--- src/rtl/tmr_pkg.sv ---
package tmr_pkg;

    localparam int MODE_W = 4;

    typedef enum logic [1:0] {
        PIN_OFF,
        PIN_LOW,
        PIN_HIGH,
        PIN_CAPT
    } pin_state_e;

    typedef enum logic [1:0] {
        ACT_NONE,
        ACT_CLR,
        ACT_SET,
        ACT_TGL
    } match_act_e;

    // State entered when the mode field is written with value m.
    function automatic pin_state_e entry_state(input logic [MODE_W-1:0] m);
        if (m[3])
            return PIN_CAPT;
        else if (m[1:0] == 2'b00)
            return PIN_OFF;
        else if (m[2])
            return PIN_HIGH;
        else
            return PIN_LOW;
    endfunction

endpackage

--- src/rtl/tmr_free_counter.sv ---
module tmr_free_counter #(
    parameter int W = 16
) (
    input  logic         clk,
    input  logic         rst_n,
    input  logic         cnt_en,
    output logic [W-1:0] cnt_q
);

    localparam logic [W-1:0] ONE = W'(1);

    always_ff @(posedge clk) begin
        if (!rst_n)
            cnt_q <= '0;
        else if (cnt_en)
            cnt_q <= cnt_q + ONE;
    end

endmodule

--- src/rtl/tmr_cap_sync.sv ---
module tmr_cap_sync #(
    parameter int STAGES = 2
) (
    input  logic clk,
    input  logic rst_n,
    input  logic pin_in,
    output logic rise,
    output logic fall
);

    // chain[STAGES-1] is the synchronized level, chain[STAGES] its previous value
    logic [STAGES:0] chain;

    always_ff @(posedge clk) begin
        if (!rst_n)
            chain <= '0;
        else
            chain <= {chain[STAGES-1:0], pin_in};
    end

    assign rise =  chain[STAGES-1] & ~chain[STAGES];
    assign fall = ~chain[STAGES-1] &  chain[STAGES];

endmodule

--- src/rtl/tmr_pin_fsm.sv ---
module tmr_pin_fsm
    import tmr_pkg::*;
(
    input  logic              clk,
    input  logic              rst_n,
    input  logic              mode_we,
    input  logic [MODE_W-1:0] mode_wdata,
    input  match_act_e        act,
    input  logic              cmp_hit,
    output logic              pin_out,
    output logic              pin_oe
);

    pin_state_e state_q, state_d;

    // state register
    always_ff @(posedge clk) begin
        if (!rst_n)
            state_q <= PIN_OFF;
        else
            state_q <= state_d;
    end

    // transitions: T_WRITE, T_RAISE, T_DROP
    always_comb begin
        state_d = state_q;
        if (mode_we) begin
            state_d = entry_state(mode_wdata);
        end else if (cmp_hit) begin
            unique case (state_q)
                PIN_LOW:  if (act == ACT_SET || act == ACT_TGL) state_d = PIN_HIGH;
                PIN_HIGH: if (act == ACT_CLR || act == ACT_TGL) state_d = PIN_LOW;
                PIN_OFF:  state_d = PIN_OFF;
                PIN_CAPT: state_d = PIN_CAPT;
            endcase
        end
    end

    // outputs
    always_comb begin
        unique case (state_q)
            PIN_LOW:  begin pin_oe = 1'b1; pin_out = 1'b0; end
            PIN_HIGH: begin pin_oe = 1'b1; pin_out = 1'b1; end
            PIN_OFF:  begin pin_oe = 1'b0; pin_out = 1'b0; end
            PIN_CAPT: begin pin_oe = 1'b0; pin_out = 1'b0; end
        endcase
    end

endmodule

--- src/rtl/tmr_pin_ctrl.sv ---
module tmr_pin_ctrl
    import tmr_pkg::*;
#(
    parameter int CNT_W       = 16,
    parameter bit CASCADE     = 1'b1,
    parameter int SYNC_STAGES = 2
) (
    input  logic                  clk,
    input  logic                  rst_n,
    input  logic                  cnt_en,
    input  logic                  mode_we,
    input  logic [MODE_W-1:0]     mode_wdata,
    input  logic                  reg_we,
    input  logic [CNT_W-1:0]      reg_wdata,
    input  logic                  cap_pin,
    input  logic                  nbr_evt,
    input  logic                  flag_clr,
    output logic [CNT_W-1:0]      cnt_q,
    output logic [CNT_W-1:0]      gr_q,
    output logic                  pin_out,
    output logic                  pin_oe,
    output logic                  flag
);

    logic [MODE_W-1:0] mode_q;
    logic              cmp_hit;
    logic              cap_hit;
    logic              edge_hit;
    logic              use_nbr;
    logic              pin_rise;
    logic              pin_fall;
    logic              evt;

    tmr_free_counter #(.W(CNT_W)) u_cnt (
        .clk    (clk),
        .rst_n  (rst_n),
        .cnt_en (cnt_en),
        .cnt_q  (cnt_q)
    );

    tmr_cap_sync #(.STAGES(SYNC_STAGES)) u_sync (
        .clk    (clk),
        .rst_n  (rst_n),
        .pin_in (cap_pin),
        .rise   (pin_rise),
        .fall   (pin_fall)
    );

    always_ff @(posedge clk) begin
        if (!rst_n)
            mode_q <= '0;
        else if (mode_we)
            mode_q <= mode_wdata;
    end

    assign cmp_hit = cnt_en && !mode_q[3] && (cnt_q == gr_q);

    generate
        if (CASCADE) begin : g_cascade
            assign use_nbr = mode_q[2];
        end else begin : g_plain
            assign use_nbr = 1'b0;
        end
    endgenerate

    always_comb begin
        if (mode_q[1])
            edge_hit = pin_rise | pin_fall;
        else if (mode_q[0])
            edge_hit = pin_fall;
        else
            edge_hit = pin_rise;
    end

    assign cap_hit = mode_q[3] && (use_nbr ? nbr_evt : edge_hit);

    // capture wins over a software write
    always_ff @(posedge clk) begin
        if (!rst_n)
            gr_q <= '0;
        else if (cap_hit)
            gr_q <= cnt_q;
        else if (reg_we)
            gr_q <= reg_wdata;
    end

    assign evt = cmp_hit | cap_hit;

    // set wins over clear
    always_ff @(posedge clk) begin
        if (!rst_n)
            flag <= 1'b0;
        else if (evt)
            flag <= 1'b1;
        else if (flag_clr)
            flag <= 1'b0;
    end

    tmr_pin_fsm u_fsm (
        .clk        (clk),
        .rst_n      (rst_n),
        .mode_we    (mode_we),
        .mode_wdata (mode_wdata),
        .act        (match_act_e'(mode_q[1:0])),
        .cmp_hit    (cmp_hit),
        .pin_out    (pin_out),
        .pin_oe     (pin_oe)
    );

endmodule

--- config.mk ---
export PLATFORM = sky130hd
export DESIGN_NAME = tmr_pin_ctrl
export DESIGN_NICKNAME = d
export VERILOG_FILES = /design/src/rtl/tmr_pkg.sv /design/src/rtl/tmr_free_counter.sv /design/src/rtl/tmr_cap_sync.sv /design/src/rtl/tmr_pin_fsm.sv /design/src/rtl/tmr_pin_ctrl.sv
export SDC_FILE = /design/constraint.sdc
export NUM_CORES = 1
export LEC_CHECK = 0
export BUFFER_PORTS_ARGS = -buffer_cell sky130_fd_sc_hd__buf_2
export CORE_UTILIZATION = 50
export DETAILED_ROUTE_END_ITERATION = 10
export PLACE_DENSITY = 0.77
export REMOVE_ABC_BUFFERS = 1
export SKIP_CTS_REPAIR_TIMING = 1
export SLEW_MARGIN = 20
export SYNTH_ARGS = -nofsm -noshare
export SYNTH_HDL_FRONTEND = slang
export SYNTH_HIERARCHICAL = 1
export SYNTH_SLANG_ARGS = --single-unit
--- constraint.sdc ---
create_clock -name clk -period 2.1 [get_ports clk]
set_input_delay 0 -clock clk [delete_from_list [all_inputs] [get_ports clk]]
set_output_delay 0 -clock clk [all_outputs]
set_load 0.05 [all_outputs]
== Word level (Yosys, flattened, before mapping) ==
Cells that the tools add are included.
Storage, ports and cells
  bits in registers: 42
  input bits: 28
Operators by class
  eq/ne operators: 9
  $add $sub $neg: 1
  bitwise gates (word level): 6
  mux-type cells: 17
  reductions and logical operators: 15
Operator list (number)
  $mux 16: 2
  $add 16x1->16 const B: 1
  $eq 16x16->1: 1
  $mux 2: 7
  $eq 2x2->1 const B: 4
  $pmux 2 s4: 1
  $ne 3x2->1 const B: 2
  $reduce_bool 2->1: 3
  $mux 1: 5
  $eq 2x1->1 const B: 2
  $logic_not 2->1: 2
  $pmux 1 s2: 2
  $reduce_or 2->1: 2
  $logic_and 1x1->1: 3
  $reduce_and 3->1: 1
  $reduce_or 3->1: 1
  $and 1x1->1: 2
  $logic_or 1x1->1: 2
  $not 1->1: 2
  $or 1x1->1: 2
  $logic_not 1->1: 1

== Logic depth before layout (Yosys ltp) ==
Gate-level depths: netlist of run 1.
  depth in word-level cells: 8
  mapped depth: 8

== Modules after synthesis ==
Netlist of run 1, hierarchy kept.
By module, submodules not included
  tmr_pin_ctrl: seq. area each 420.4 sq um, cells each 122, area each 1216.2 sq um, instances 1
  tmr_free_counter: seq. area each 320.3 sq um, cells each 83, area each 744.5 sq um, instances 1
  tmr_pin_fsm: seq. area each 40.0 sq um, cells each 23, area each 230.2 sq um, instances 1
  tmr_cap_sync: seq. area each 60.1 sq um, cells each 8, area each 91.3 sq um, instances 1

== Worst setup path before layout of run 1 ==
Ideal clock, no wire load.
  path kind: register to register
  start point: register u_cnt.cnt_q[2]
  end point: register u_fsm.state_q[0]
  slack: 0.010 ns
  buffers on the path: 0
  data required time: 1.978 ns
  arrival time: 1.968 ns
  cell stages (with the launch flop): 7
  cells stage by stage: dfxtp_1 -> xor2_1 -> nor4_1 -> nand2_1 -> nor4_1 -> a31oi_4 -> mux2i_1
Between the ends
  cells in the longest elaborated chain, start to end: 4
RTL lines
  from (decl): RTL line tmr_free_counter.sv:7  | output logic [W-1:0] cnt_q
  from (signal assigned): RTL line tmr_free_counter.sv:16  | cnt_q <= cnt_q + ONE;
  $eq 16x16->1: RTL line tmr_pin_ctrl.sv:56  | assign cmp_hit = cnt_en && !mode_q[3] && (cnt_q == gr_q);
  $logic_and 1x1->1: RTL line tmr_pin_ctrl.sv:56
  named net cmp_hit: RTL line tmr_pin_ctrl.sv:26  | logic cmp_hit;
  $reduce_bool 2->1 (no line)
  $reduce_and 3->1 (no line)
  to (signal assigned): RTL line tmr_pin_fsm.sv:21  | state_q <= state_d;
  to (decl): RTL line tmr_pin_fsm.sv:14  | pin_state_e state_q, state_d;
The timed path passes the listed nets, and every way through them passes these cells.
A chain may end at the register's enable or synchronous reset.

== Worst setup path in the final report of run 1 ==
  start point: register u_cnt.cnt_q[7]
  end point: register u_fsm.state_q[0]
The elaborated chain is that of the path after synthesis.

==> results of run 1 <==
==> metrics by stage <==
stage	hold slack [ns]	total power [mW]	setup WS [ns]	utilization [%]	cell area, sq um
floorplan	0.122	1.14	0.00975	-	2210
CTS	-0.0892	1.90	0.118	62.6	2750
global placement	0.206	1.25	0.224	60.0	2630
global route	0.00463	1.97	0.0377	63.4	2780
finish	-0.0161	1.89	0.164	63.4	2780
detailed placement	0.214	1.25	0.121	60.0	2630
==> final cells by class <==
class	instances	share of cell area, %
tap	52	2.34
timing repair buffer	71	13.9
multi-input combinational	174	48.4
clock inverter	1	1.08
clock buffer	6	2.97
sequential	42	30.2
inverter	8	1.08
==> state kept, by name, indices dropped and copies added (netlist names) <==
signal and cells:
u_cnt/cnt_q 16, mode_q 4, gr_q 16, flag 1, u_fsm/state_q 2, u_sync/chain 3
==> kinds of logic after synthesis <==
kind of cell,after synthesis
and+or+nand+nor,77
DFF,42
AOI/OAI and AO/OA,39
xor gates and xnor gates,26
muxes,26
buffers and inverters,20
adders and majority gates,6
==> power by group through the flow <==
stage / Sequential [mW] / Combinational (mW) / Clock, mW
4_1_cts: 0.872 / 0.365 / 0.659
3_5_place_dp: 0.891 / 0.363 / 0
3_3_place_gp: 0.888 / 0.359 / 0
5_1_grt: 0.879 / 0.396 / 0.696
6_report: 0.873 / 0.370 / 0.650
2_1_floorplan: 0.980 / 0.162 / 0
==> metal layers <==
layer / GRT usage (%) / wire (um) / vias up
met2: 39.2 / 2660 / 53
li1: - / - / 964
met1: 31.1 / 2560 / 909
met5: 0 / 0 / -
met3: 5.96 / 283 / 6
met4: 7.03 / 64 / 0
==> final timing paths <==
check                      to  slack [ns]             from  depth (start not counted)
max          u_fsm/state_q[0]        0.16   u_cnt/cnt_q[7]                          6
min                 mode_q[1]       -0.02    mode_wdata[1]                          3
max reg2reg  u_fsm/state_q[0]        0.16   u_cnt/cnt_q[7]                          6
min reg2reg   u_sync/chain[1]        0.47  u_sync/chain[0]                          1
==> cells in the final DEF, fill, tap and decap left out, types with 2 or more instances in the layout <==
cell type	count
a21oi_1	10
nand2_1	13
o211a_1	8
a211oi_2	8
mux2i_1	26
nor2b_1	2
dlygate4sd3_1	3
nor3_1	3
inv_1	8
xor2_1	12
nand2b_1	6
dfxtp_1	42
nor2_1	17
buf_4	6
nor4_1	5
ha_1	6
or2_2	2
o21ai_1	2
clkbuf_8	6
buf_2	62
nand4_1	3
and2_1	3
xnor2_1	14
o31a_1	2
o21ai_0	2
o41ai_1	2
nand3_1	13
==> worst reg2reg max path: cells and delay by family, from the launching register on <==
| kind | cells | cell delay (ns) |
|---|---|---|
| simple gates | 3 | 0.95 |
| compound gates | 1 | 0.15 |
| mux | 1 | 0.15 |
| flops | 1 | 0.45 |
| xor+xnor | 1 | 0.12 |
==> impl_metrics.py, run 1 <==
metrics = {
    "run_status": {
        "status": "finished with violations",
        "violations": "hold timing",
    },
    "detailed_routing": {
        "vias": 1932,
        "drt.antenna.violating_nets": 0,
        "viasPerCell": 5.46,
        "drcViolationCount": 0,
        "wl_per_cell_um": 15.7,
        "drt_iter0_drc": 94,
        "first_pass_iters": 4,
        "finalWirelength_um": 5580,
    },
    "clock_tree": {
        "clockRootBuffer": "clkbuf_8",
        "clock_latency_ns": 0.29,
        "cts_tree": "yes",
        "clockBufferDepth": 2,
        "clkTransAtPathRegs_ns": 0.07,
        "clkSinkCount": 42,
        "cts_buffers": 5,
        "cts_max_level": 2,
    },
    "pwr": {
        "power_leakage_nw": 1.33,
        "p_per_area_nw_per_um2": 680,
        "p_seq_share_pct": 46.1,
        "pwr-share-comb_pct": 19.5,
        "swShare_pct": 28.8,
        "internal_power_mw": 1.35,
        "p_clk_share_pct": 34.3,
        "ir_drop_uv": 451,
        "p_sw_mw": 0.544,
    },
    "timing": {
        "period_share_pct": 92.2,
        "rsz0062_at_grt": "no",
        "relSlewSlack_pct": 55.2,
        "setup_tns_ns": 0,
        "final_hold_viol_count": 1,
        "clock.fmax_ghz": 0.517,
        "tightestPinTransition_ns": 0.672,
        "min_period_ns": 1.94,
        "whs_ns": -0.0161,
        "skew_ns": 0.00939,
        "finalMaxSlewViolations": 0,
        "setup_viol": 0,
    },
    "yosys": {
        "synth_top_area_share_pct": 36.8,
        "synth_most_common_cell": "dfxtp_1",
        "synth-seq-cells": 42,
        "yosysTopAreaCell": "dfxtp_1",
        "synth-main-ff-cell": "dfxtp_1",
        "synthTopCellsByArea": "dfxtp_1 37%, mux2i_1 11%, xnor2_1 5.4%, xor2_1 4.6%, a211oi_2 4.4%",
        "synth-compound-area-share_pct": 15.0,
        "muxShareOfSynthArea_pct": 11.4,
        "synth_top_cells_by_count": "42 x dfxtp_1, 26 x mux2i_1, 17 x nor2_1",
        "synth_top_family_by_area": "simple AND/OR/NAND/NOR gates",
        "synth-simple-area-share_pct": 19.1,
        "ys_seq_area_share_pct": 36.8,
        "avgSynthCellArea_sq_um": 9.67,
        "synth_edf_count": 0,
        "synth_xor_area_share_pct": 9.98,
        "syn_area_sq_um": 2280,
        "syn_inst": 236,
        "netlist-cell-type-count": 41,
        "synthArstFlopShare_pct": 0,
        "synth_fa_ha_area_share_pct": 3.29,
        "ys_warn_count": 6,
    },
    "place": {
        "port_buffers": 62,
        "dp_hpwl_um": 4010,
        "routabilityCongestion": 0.843,
        "dpl.cell_count": 344,
    },
    "worst_setup_path": {
        "endpoint_kind": "flop",
        "crit_chain": "xor2_1 -> nor4_1 -> nand2_1 -> nor4_2 -> a31oi_4 -> mux2i_1",
        "cp_max_fo": 6,
        "crit_family": "simple AND/OR/NAND/NOR gates",
        "worstPathRequired_ns": 2.27,
        "startpoint_type": "flop",
        "crit_type": "flop to flop",
        "crit_buf_inv": 0,
        "cp_slowest_cell": "dfxtp_1",
        "arrival_ns": 2.10,
        "max_stage_delay_ns": 0.45,
    },
    "flow_run": {
        "drv_cap": 0,
    },
    "final_layout": {
        "fin_nets": 336,
        "seqCellArea_sq_um": 841,
        "stdcell_count": 354,
        "nFillCells": 373,
        "multiInputGateArea_sq_um": 1350,
        "antenna_cells": 0,
        "area_growth_pct": 21.9,
        "layout-drive-gt1-share_pct": 31.5,
    },
    "floorplan": {
        "die_h_um": 69.6,
        "die-area_sq_um": 4840,
        "num_rows": 24,
        "io_pins": 63,
        "initial_utilization_pct": 52.1,
        "die-width_um": 69.6,
        "core-area_sq_um": 4380,
    },
    "grt": {
        "grt_pass1_vias": 1870,
        "antenna_found_initial": 0,
        "grt_pass1_wl_um": 9100,
        "grt_max_degree": 23,
        "grt-ovfl-total": 0,
        "track_usage_pct": 23.9,
    },
    "min_path": {
        "hold_class": "primary input to flop",
    },
}
No activity file was read; power rests on OpenSTA's default activity.
==> inputs of run 2 (changes only) <==
PLACE_DENSITY = 0.84   (was 0.77)
==> run 2 against run 1 <==
Net effect: the run still ends with hold timing left; fmax is 0.70% lower; sequential share of layout area increased by 0.19 points; flip-flop and latch count is the same; die area unchanged; via count is 2.1% higher; hold slack better by 0.0065 ns; first-iteration DRC count increased by 29%; clock skew down 0.0046 ns; largest power group unchanged.
==> impl_metrics.py, run 2 (same netlist as run 1, synthesis figures left out) <==
metrics = {
    "place": {
        "port_buffers": 62,
        "dp_hpwl_um": 3900,
        "dpl.cell_count": 343,
        "placed_cell_area_sq_um": 2630,
        "routabilityCongestion": 0.847,
    },
    "min_path": {
        "hp-start": "mode_wdata[0]",
        "hold_class": "primary input to flop",
    },
    "worst_setup_path": {
        "rr_startpoint": "u_cnt/cnt_q[5]",
        "r2r_slack_ns": 0.15,
        "arrival_ns": 2.17,
        "crit_chain": "nand4_1 -> or2_2 -> nor4_1 -> mux2i_1",
        "startpoint_type": "flop",
        "crit_family": "simple AND/OR/NAND/NOR gates",
        "worstPathRequired_ns": 2.32,
        "endpoint_kind": "flop",
        "cp_max_fo": 9,
        "cp_slowest_cell": "dfxtp_1",
        "crit_buf_inv": 0,
        "crit_type": "flop to flop",
        "max_stage_delay_ns": 0.54,
        "cp-startpoint": "u_cnt/cnt_q[5]",
    },
    "pwr": {
        "internal_power_mw": 1.32,
        "p_seq_share_pct": 46.7,
        "p_clk_share_pct": 33.7,
        "ir_drop_uv": 481,
        "swShare_pct": 29.4,
        "power_leakage_nw": 1.32,
        "pwr-share-comb_pct": 19.6,
        "p_per_area_nw_per_um2": 675,
        "p_sw_mw": 0.548,
    },
    "final_layout": {
        "final_cell_mix": "62 x buf_2, 42 x dfxtp_1, 26 x mux2i_1",
        "fin_nets": 335,
        "final_area_sq_um": 2760,
        "layout-drive-gt1-share_pct": 31.1,
        "nFillCells": 369,
        "seqCellArea_sq_um": 841,
        "antenna_cells": 0,
        "stdcell_count": 354,
        "area_growth_pct": 21.1,
        "final_common_cell": "buf_2",
        "multiInputGateArea_sq_um": 1340,
        "reg_top3": "gr_q (16), u_cnt/cnt_q (16), mode_q (4)",
    },
    "detailed_routing": {
        "drt.antenna.violating_nets": 0,
        "wl_per_cell_um": 15.6,
        "first_pass_iters": 4,
        "viasPerCell": 5.57,
        "drcViolationCount": 0,
        "drt_iter0_drc": 121,
        "finalWirelength_um": 5530,
        "vias": 1973,
    },
    "timing": {
        "tightestPinTransition_ns": 0.632,
        "min_period_ns": 1.95,
        "relSlewSlack_pct": 57.8,
        "setup_viol": 0,
        "setup_tns_ns": 0,
        "clock.fmax_ghz": 0.513,
        "rsz0062_at_grt": "no",
        "skew_ns": 0.00480,
        "final_hold_viol_count": 1,
        "period_share_pct": 92.8,
        "whs_ns": -0.00955,
        "finalMaxSlewViolations": 0,
    },
    "floorplan": {
        "core-area_sq_um": 4380,
        "die_h_um": 69.6,
        "io_pins": 63,
        "num_rows": 24,
        "initial_utilization_pct": 52.1,
        "die-width_um": 69.6,
        "die-area_sq_um": 4840,
    },
    "clock_tree": {
        "clock_latency_ns": 0.29,
        "cts_buffers": 5,
        "cts_max_level": 2,
        "clkTransAtPathRegs_ns": 0.08,
        "clockRootBuffer": "clkbuf_8",
        "cts_tree": "yes",
        "clockBufferDepth": 2,
        "clkSinkCount": 42,
    },
    "grt": {
        "grt_max_degree": 24,
        "track_usage_pct": 23.4,
        "grt-ovfl-total": 0,
        "grt_pass1_wl_um": 9000,
        "antenna_found_initial": 0,
        "grt_pass1_vias": 1915,
    },
    "run_status": {
        "status": "finished with violations",
        "violations": "hold timing",
    },
    "flow_run": {
        "drv_cap": 0,
    },
}
## run 2: changes by cell type in the layout (fill, tap and decap cells not counted)
cell	change
buf_4	-1
nor4_2	-1
clkbuf_8	-1
clkinv_2	+2
nor4_1	+1
## run 2: power by group through the flow
stage	clock, mW	sequential (mW)	combinational (mW)
final	0.628	0.871	0.366
after CTS	0.637	0.871	0.362
after global placement	0	0.887	0.356
after global routing	0.669	0.877	0.395
after floorplan	0	0.980	0.162
after detailed placement	0	0.890	0.360
## run 2: tightest hold or removal path, stage by stage
cell and delay, ns:
buf_2 0.11, mux2i_1 0.07, nor2_1 0.07
## run 2: final timing paths
kind | to | cells past startpoint
max | u_cnt/cnt_q[14] | 4
min | mode_q[0] | 3
max reg2reg | u_cnt/cnt_q[14] | 4
min reg2reg | u_sync/chain[1] | 1
## run 2: layout make-up
type                    instances  area share, %
repair buffers                 70           13.7
inverters                       8           1.09
flip-flops and latches         42           30.4
clock buffers                   5           2.49
multi-input cells             174           48.5
clock inverters                 3           1.45
well taps                      52           2.35
## run 2: layer usage
metal	wire [um]	vias up	part of all wire [%]	GRT usage, %
met1	2430	928	44	29.8
met4	105	0	1.9	6.35
met5	0	-	0	0
li1	-	959	-	-
met3	385	12	7.0	6.54
met2	2600	74	47	38.7
## run 2: per-stage QoR
step                      util (%)  setup slack [ns]  power, mW
after floorplan                  -           0.00975       1.14
after global placement        59.9             0.249       1.24
after detailed placement      59.9             0.202       1.25
after CTS                     62.4             0.189       1.87
after global routing          63.0            0.0201       1.94
final                         63.0             0.151       1.86
